**config.mk**
```make
export PLATFORM = sky130hd
export DESIGN_NAME = sfg_gate
export DESIGN_NICKNAME = d
export VERILOG_FILES = /design/src/rtl/sfg_pkg.sv /design/src/rtl/sfg_window_scan.sv /design/src/rtl/sfg_region_lookup.sv /design/src/rtl/sfg_mchk_track.sv /design/src/rtl/sfg_gate.sv
export SDC_FILE = /design/constraint.sdc
export NUM_CORES = 1
export LEC_CHECK = 0
export ABC_CLOCK_PERIOD_IN_PS = 1600
export BUFFER_PORTS_ARGS = -buffer_cell sky130_fd_sc_hd__buf_2
export CORE_ASPECT_RATIO = 2
export CORE_MARGIN = 2
export CORE_UTILIZATION = 53
export DETAILED_ROUTE_END_ITERATION = 10
export PLACE_DENSITY = 0.87
export SLEW_MARGIN = 20
export SYNTH_ARGS = -nofsm -noshare
export SYNTH_HDL_FRONTEND = slang
export SYNTH_HIERARCHICAL = 1
export SYNTH_SLANG_ARGS = --single-unit
```
**constraint.sdc**
```tcl
create_clock -name clk -period 1.6 [get_ports clk]
set_clock_uncertainty 0.1 [all_clocks]
set_input_delay 0.32 -clock clk [delete_from_list [all_inputs] [get_ports clk]]
set_output_delay 0.32 -clock clk [all_outputs]
set_load 0.02 [all_outputs]
```
**src/rtl/sfg_pkg.sv**
```systemverilog
package sfg_pkg;
   localparam int OP_W = 4;

   typedef enum logic [OP_W-1:0] {
      OP_OTHER  = 4'd0,
      OP_BCTR   = 4'd1,
      OP_BLR    = 4'd2,
      OP_MTCTR  = 4'd3,
      OP_MFCTR  = 4'd4,
      OP_MTLR   = 4'd5,
      OP_TRAP   = 4'd6,
      OP_BSELF  = 4'd7,
      OP_SYSRET = 4'd8
   } sfg_op_e;

   typedef struct packed {
      logic found;
      logic use_ctr;
      logic blocked;
      logic hang;
   } sfg_scan_t;
endpackage

```
**src/rtl/sfg_window_scan.sv**
```systemverilog
module sfg_window_scan
   import sfg_pkg::*;
#(
   parameter int WIN_DEPTH = 4
) (
   input  logic [WIN_DEPTH-1:0]      win_valid,
   input  logic [WIN_DEPTH*OP_W-1:0] win_op,
   output sfg_scan_t                 scan
);
   localparam int OPS_W = WIN_DEPTH * OP_W;

   generate
      if (WIN_DEPTH < 1 || WIN_DEPTH > 16) begin : g_bad_depth
         $error("sfg_window_scan: WIN_DEPTH out of range");
      end
      if (OPS_W != $bits(win_op)) begin : g_bad_width
         $error("sfg_window_scan: op vector width mismatch");
      end
   endgenerate

   logic [OP_W-1:0] slot_op [WIN_DEPTH];

   genvar g;
   generate
      for (g = 0; g < WIN_DEPTH; g++) begin : g_slot
         assign slot_op[g] = win_op[g*OP_W +: OP_W];
      end
   endgenerate

   always_comb begin
      logic trap_seen, ctr_seen, lr_seen, stop;
      scan      = '0;
      trap_seen = 1'b0;
      ctr_seen  = 1'b0;
      lr_seen   = 1'b0;
      stop      = 1'b0;
      for (int i = 0; i < WIN_DEPTH; i++) begin
         if (!stop && win_valid[i]) begin
            case (slot_op[i])
               OP_BSELF: begin
                  scan.hang = 1'b1;
                  stop      = 1'b1;
               end
               OP_BCTR: begin
                  scan.found   = 1'b1;
                  scan.use_ctr = 1'b1;
                  scan.blocked = trap_seen | ctr_seen;
                  stop         = 1'b1;
               end
               OP_BLR: begin
                  scan.found   = 1'b1;
                  scan.use_ctr = 1'b0;
                  scan.blocked = trap_seen | lr_seen;
                  stop         = 1'b1;
               end
               OP_TRAP:           trap_seen = 1'b1;
               OP_MTCTR, OP_MFCTR: ctr_seen  = 1'b1;
               OP_MTLR:           lr_seen   = 1'b1;
               default: ;
            endcase
         end
      end
   end
endmodule

```
**src/rtl/sfg_region_lookup.sv**
```systemverilog
module sfg_region_lookup #(
   parameter int                             ADDR_W      = 16,
   parameter int                             NUM_REGIONS = 4,
   parameter logic [NUM_REGIONS*ADDR_W-1:0]  RGN_BASE    = '0,
   parameter logic [NUM_REGIONS*ADDR_W-1:0]  RGN_LIMIT   = '1,
   parameter logic [NUM_REGIONS-1:0]         RGN_GUARD   = '0
) (
   input  logic [ADDR_W-1:0] addr,
   output logic              guarded,
   output logic              invalid
);
   generate
      if (NUM_REGIONS < 1 || NUM_REGIONS > 32) begin : g_bad_regions
         $error("sfg_region_lookup: NUM_REGIONS out of range");
      end
      if (ADDR_W < 2) begin : g_bad_addr
         $error("sfg_region_lookup: ADDR_W too small");
      end
   endgenerate

   logic [NUM_REGIONS-1:0] hit;

   genvar r;
   generate
      for (r = 0; r < NUM_REGIONS; r++) begin : g_rgn
         localparam logic [ADDR_W-1:0] BASE_R  = RGN_BASE[r*ADDR_W +: ADDR_W];
         localparam logic [ADDR_W-1:0] SPAN_R  =
            RGN_LIMIT[r*ADDR_W +: ADDR_W] - RGN_BASE[r*ADDR_W +: ADDR_W];
         logic [ADDR_W-1:0] offset;
         assign offset = addr - BASE_R;
         assign hit[r] = (offset <= SPAN_R);
      end
   endgenerate

   always_comb begin
      guarded = 1'b0;
      invalid = 1'b1;
      for (int k = NUM_REGIONS - 1; k >= 0; k--) begin
         if (hit[k]) begin
            guarded = RGN_GUARD[k];
            invalid = 1'b0;
         end
      end
   end
endmodule

```
**src/rtl/sfg_mchk_track.sv**
```systemverilog
module sfg_mchk_track (
   input  logic clk,
   input  logic rst_n,
   input  logic flush,
   input  logic issue_invalid,
   input  logic exec_commit,
   output logic mchk_pend,
   output logic mchk_raise
);
   always_ff @(posedge clk or negedge rst_n) begin
      if (!rst_n) begin
         mchk_pend  <= 1'b0;
         mchk_raise <= 1'b0;
      end else if (flush) begin
         mchk_pend  <= 1'b0;
         mchk_raise <= 1'b0;
      end else begin
         mchk_raise <= exec_commit & mchk_pend;
         if (issue_invalid)
            mchk_pend <= 1'b1;
         else if (exec_commit)
            mchk_pend <= 1'b0;
      end
   end
endmodule

```
**src/rtl/sfg_gate.sv**
```systemverilog
module sfg_gate
   import sfg_pkg::*;
#(
   parameter int                             ADDR_W      = 16,
   parameter int                             WIN_DEPTH   = 4,
   parameter int                             NUM_REGIONS = 4,
   parameter logic [NUM_REGIONS*ADDR_W-1:0]  RGN_BASE    =
      {16'h7000, 16'h2000, 16'h1000, 16'h0000},
   parameter logic [NUM_REGIONS*ADDR_W-1:0]  RGN_LIMIT   =
      {16'hFFFF, 16'h7FFF, 16'h10FF, 16'h0FFF},
   parameter logic [NUM_REGIONS-1:0]         RGN_GUARD   = 4'b1010
) (
   input  logic                      clk,
   input  logic                      rst_n,
   input  logic                      flush,
   input  logic [WIN_DEPTH-1:0]      win_valid,
   input  logic [WIN_DEPTH*OP_W-1:0] win_op,
   input  logic [ADDR_W-1:0]         seq_addr,
   input  logic [ADDR_W-1:0]         ctr_val,
   input  logic [ADDR_W-1:0]         lr_val,
   input  logic                      exec_commit,
   output logic                      fetch_req,
   output logic [ADDR_W-1:0]         fetch_addr,
   output logic                      fetch_indirect,
   output logic                      stall,
   output logic                      hang,
   output logic                      mchk_pend,
   output logic                      mchk_raise
);
   generate
      if (WIN_DEPTH < 1) begin : g_bad_win
         $error("sfg_gate: WIN_DEPTH must be at least 1");
      end
   endgenerate

   sfg_scan_t         scan;
   logic [ADDR_W-1:0] cand_addr;
   logic              cand_guarded, cand_invalid;
   logic              nxt_req, nxt_ind, nxt_stall, nxt_hang;

   sfg_window_scan #(.WIN_DEPTH(WIN_DEPTH)) u_scan (
      .win_valid (win_valid),
      .win_op    (win_op),
      .scan      (scan)
   );

   always_comb begin
      if (scan.found) cand_addr = scan.use_ctr ? ctr_val : lr_val;
      else            cand_addr = seq_addr;
   end

   sfg_region_lookup #(
      .ADDR_W(ADDR_W), .NUM_REGIONS(NUM_REGIONS),
      .RGN_BASE(RGN_BASE), .RGN_LIMIT(RGN_LIMIT), .RGN_GUARD(RGN_GUARD)
   ) u_lookup (
      .addr    (cand_addr),
      .guarded (cand_guarded),
      .invalid (cand_invalid)
   );

   always_comb begin
      nxt_req   = 1'b0;
      nxt_ind   = 1'b0;
      nxt_stall = 1'b0;
      nxt_hang  = 1'b0;
      if (scan.hang) begin
         nxt_hang = 1'b1;
      end else if (scan.found && scan.blocked) begin
         nxt_stall = 1'b1;
      end else if (cand_guarded) begin
         nxt_stall = 1'b1;
      end else begin
         nxt_req = 1'b1;
         nxt_ind = scan.found;
      end
   end

   always_ff @(posedge clk or negedge rst_n) begin
      if (!rst_n) begin
         fetch_req      <= 1'b0;
         fetch_addr     <= '0;
         fetch_indirect <= 1'b0;
         stall          <= 1'b0;
         hang           <= 1'b0;
      end else if (flush) begin
         fetch_req      <= 1'b0;
         fetch_indirect <= 1'b0;
         stall          <= 1'b0;
         hang           <= 1'b0;
      end else begin
         fetch_req      <= nxt_req;
         fetch_addr     <= cand_addr;
         fetch_indirect <= nxt_ind;
         stall          <= nxt_stall;
         hang           <= nxt_hang;
      end
   end

   sfg_mchk_track u_mchk (
      .clk           (clk),
      .rst_n         (rst_n),
      .flush         (flush),
      .issue_invalid (nxt_req & cand_invalid),
      .exec_commit   (exec_commit),
      .mchk_pend     (mchk_pend),
      .mchk_raise    (mchk_raise)
   );

   logic out_guarded, out_invalid;
   sfg_region_lookup #(
      .ADDR_W(ADDR_W), .NUM_REGIONS(NUM_REGIONS),
      .RGN_BASE(RGN_BASE), .RGN_LIMIT(RGN_LIMIT), .RGN_GUARD(RGN_GUARD)
   ) u_out_lookup (
      .addr    (fetch_addr),
      .guarded (out_guarded),
      .invalid (out_invalid)
   );

   AST_NO_GUARDED_FETCH: assert property (@(posedge clk) disable iff (!rst_n)
      fetch_req |-> !out_guarded);
   AST_INDIRECT_FROM_REG: assert property (@(posedge clk) disable iff (!rst_n)
      (fetch_req && fetch_indirect) |->
         (fetch_addr == $past(ctr_val) || fetch_addr == $past(lr_val)));
   AST_HANG_SILENT: assert property (@(posedge clk) disable iff (!rst_n)
      hang |-> (!fetch_req && !stall));
   AST_INVALID_PENDS: assert property (@(posedge clk) disable iff (!rst_n)
      (fetch_req && out_invalid) |-> mchk_pend);
   AST_RAISE_AFTER_PEND: assert property (@(posedge clk) disable iff (!rst_n)
      mchk_raise |-> $past(mchk_pend));
   AST_FLUSH_QUIETS: assert property (@(posedge clk) disable iff (!rst_n)
      flush |=> (!fetch_req && !stall && !hang && !mchk_pend));
endmodule

```
==> results of run 1 <==
per-stage QoR:
stage | worst slack [ns] | hold slack (ns)
floorplan | -1.93 | -0.0756
global placement | -2.21 | 0.217
CTS | -1.76 | 0.191
detailed placement | -2.38 | 0.231
repair_timing:
action	CTS
endpoints found under the setup margin	21
pin swaps	20
gates resized for setup	62
hold endpoints to repair	22
hold buffers	1
buffers inserted	19
gates cloned	4
==> results.py, run 1 <==
metrics = {
    "run_status": {
        "outcome": "aborted with a tool error",
        "stop_stage": "global routing",
        "stop_error": "[ERROR DPL-0038] Utilization greater than 100%, impossible to legalize",
    },
    "floorplan": {
        "num_rows": 33,
        "start_util": 0.544,
        "io_pins": 94,
        "die_y_um": 95.1,
        "fp.dieW_um": 49.6,
    },
    "global_routing": {
        "grt_max_degree": 24,
    },
    "place": {
        "io_buffers": 93,
        "place_inst": 437,
        "hpwlAfterDp_um": 6050,
        "place.gp.congestion": 0.947,
        "placed_cell_area_um2": 3130,
    },
    "clock_tree": {
        "cts_buffers": 3,
        "h-tree-depth": 1,
        "clock-root-buffer": "clkbuf_8",
        "ctsLongestPathBuffers": 2,
    },
    "yosys": {
        "synth_area_per_cell_um2": 8.76,
        "netlist_instances": 251,
        "ys_warn_count": 6,
        "synth_nets": 326,
        "synth_area_um2": 2200,
    },
    "sta": {
        "worstEndpointType": "register data pin",
        "worst_endpoint": "u_mchk/mchk_pend$_DFFE_PN0P_/D",
    },
}
==> run 2: changes to the inputs <==
- CORE_ASPECT_RATIO: 2 -> unset
- CORE_UTILIZATION: 53 -> 40
- PLACE_DENSITY: 0.87 -> unset
- PLACE_DENSITY_LB_ADDON: unset -> 0.15
==> results.py, run 2 <==
metrics = {
    "floorplan": {
        "core_area_um2": 5200,
        "io_pins": 94,
        "die-area_um2": 6110,
        "fp.dieW_um": 78.2,
        "start_util": 0.423,
        "num_rows": 26,
        "die_y_um": 78.2,
    },
    "routing": {
        "num_vias": 2388,
        "routedWlPerCell_um": 13.4,
        "viasPerCell": 5.09,
        "totalWireLength_um": 6300,
        "drc": 0,
        "antenna_left": 0,
        "drtIter0Drc": 110,
        "dr.pass1.iters": 4,
    },
    "sta": {
        "tightest_slew_ns": 0.500,
        "report.final.setup_viol": 21,
        "period_share": 2.00,
        "finalCriticalPeriod_ns": 3.19,
        "report.final.slew_viol_count": 0,
        "rsz0062_at_grt": "yes",
        "tns_ns": -16.62,
        "worst_slack_ns": -1.59,
        "relSlewSlack": 0.667,
        "max_freq_mhz": 313,
        "finalHoldViolCount": 0,
        "hold_ws_ns": 0.182,
    },
    "final_layout": {
        "antenna_cells": 0,
        "final_cell_area_um2": 3570,
        "finalNonFillerCells": 469,
        "area_growth_pct": 62.4,
        "regMostFlops": "fetch_addr",
        "final_cell_mix": "buf_2, buf_4, nand2_1",
        "final_core_util": 0.686,
        "drive_above_1_share": 0.574,
        "largest_register_ffs": 16,
        "final_nets": 475,
        "final_common_cell": "buf_2",
    },
    "clock_tree": {
        "clock-root-buffer": "clkbuf_8",
        "h-tree-depth": 1,
        "ctsLongestPathBuffers": 2,
        "cts_buffers": 3,
        "cts_tree": "built",
        "clk_pin_slew_ns": 0.08,
        "clock_sinks": 22,
        "insertion_delay_ns": 0.26,
    },
    "global_routing": {
        "grt_util_all_layers": 0.201,
        "grt_pass1_vias": 2274,
        "grt_pass1_wl_um": 10200,
        "grt_max_degree": 23,
        "grt_overflow": 0,
        "antenna_found_initial": 0,
    },
    "power": {
        "p_leak_nw": 1.65,
        "power.density_nw_per_um2": 655,
        "power_mw": 2.34,
        "ir_drop_mv": 0.523,
    },
    "setup_path": {
        "cp.required_ns": 1.67,
        "critPathKind": "in2reg",
        "arrival_ns": 3.26,
        "end_kind": "flip-flop",
        "cp_max_fo": 7,
        "path_cells": "buf_6 > or2b_1 > a211o_1 > o2111a_2 > or4_4 > nand2_8 > nor2_4 > a21oi_4 > inv_2 > ha_4 > a21boi_2 > xnor2_1 > a22o_1 > a21o_1 > nor4b_2",
        "cp-start-kind": "primary input",
        "slowest_stage": "or4_4",
        "crit_path_max_incr_delay_ns": 0.54,
    },
    "place": {
        "io_buffers": 93,
        "placed_cell_area_um2": 3090,
        "place_inst": 447,
        "place.gp.congestion": 0.894,
        "pre_cts_ws_ns": -1.97,
        "hpwlAfterDp_um": 4720,
    },
    "yosys": {
        "synth_area_um2": 2200,
        "synth_area_per_cell_um2": 8.76,
        "synth_nets": 326,
        "ys_warn_count": 6,
        "netlist_instances": 251,
    },
    "run": {
        "maxCapViolCount": 0,
    },
    "run_status": {
        "violations": "negative setup slack",
        "outcome": "finished with violations",
    },
    "hold_path": {
        "holdCritPathClass": "in2reg",
    },
}
-- run 2: critical path, delay by kind of cell --
family                   cells  cell delay, ns
XOR/XNOR                     1            0.15
buffers and inverters        2            0.18
AO/OA/AOI/OAI                6            1.18
AND/OR/NAND/NOR              5            1.26
adder cells (fa/ha/maj)      1            0.16
-- run 2: worst paths after layout --
check	from	end	slack [ns]	cells past startpoint
setup / recovery	win_op[7]	fetch_indirect	-1.59	15
hold / removal	exec_commit	u_mchk/mchk_raise	0.18	3
setup reg to reg	fetch_addr[2]	fetch_addr[2]	0.81	2
hold reg to reg	fetch_addr[7]	fetch_addr[7]	0.40	2
max in group asynchronous	rst_n	fetch_addr[11]	0.61	2
min in group asynchronous	rst_n	fetch_addr[7]	0.45	2
-- run 2: area by class of cell --
class	instances	area [um2]
Clock buffer	3	41.3
Clock inverter	1	30.0
Fill cell	434	1630
Inverter	7	26.3
Multi-Input combinational cell	204	1760
Sequential cell	22	551
Tap cell	70	87.6
Timing Repair Buffer	162	1080
-- run 2: repair_timing --
item | in CTS | in global routing
hold endpoints to repair | 22 | 0
pin swaps | 20 | 5
hold buffers | 1 | 0
setup endpoints to repair | 21 | 21
setup buffers | 10 | 6
resized for setup | 32 | 28
cloned | 1 | 0
-- run 2: per-layer routing --
metal,GRT usage,share of wire
met5,0,0
met2,0.335,0.46
met1,0.287,0.47
met3,0.0368,0.055
met4,0.0105,0.0084
-- run 2: power by group --
group	total, mW	leakage (nW)	switching (mW)	internal, mW
registers	0.665	0.277	0.0350	0.630
clock network	0.522	0.0357	0.188	0.334
logic	1.15	1.34	0.572	0.580
total	2.34	1.65	0.796	1.54
No activity file was read; power rests on OpenSTA's default activity.
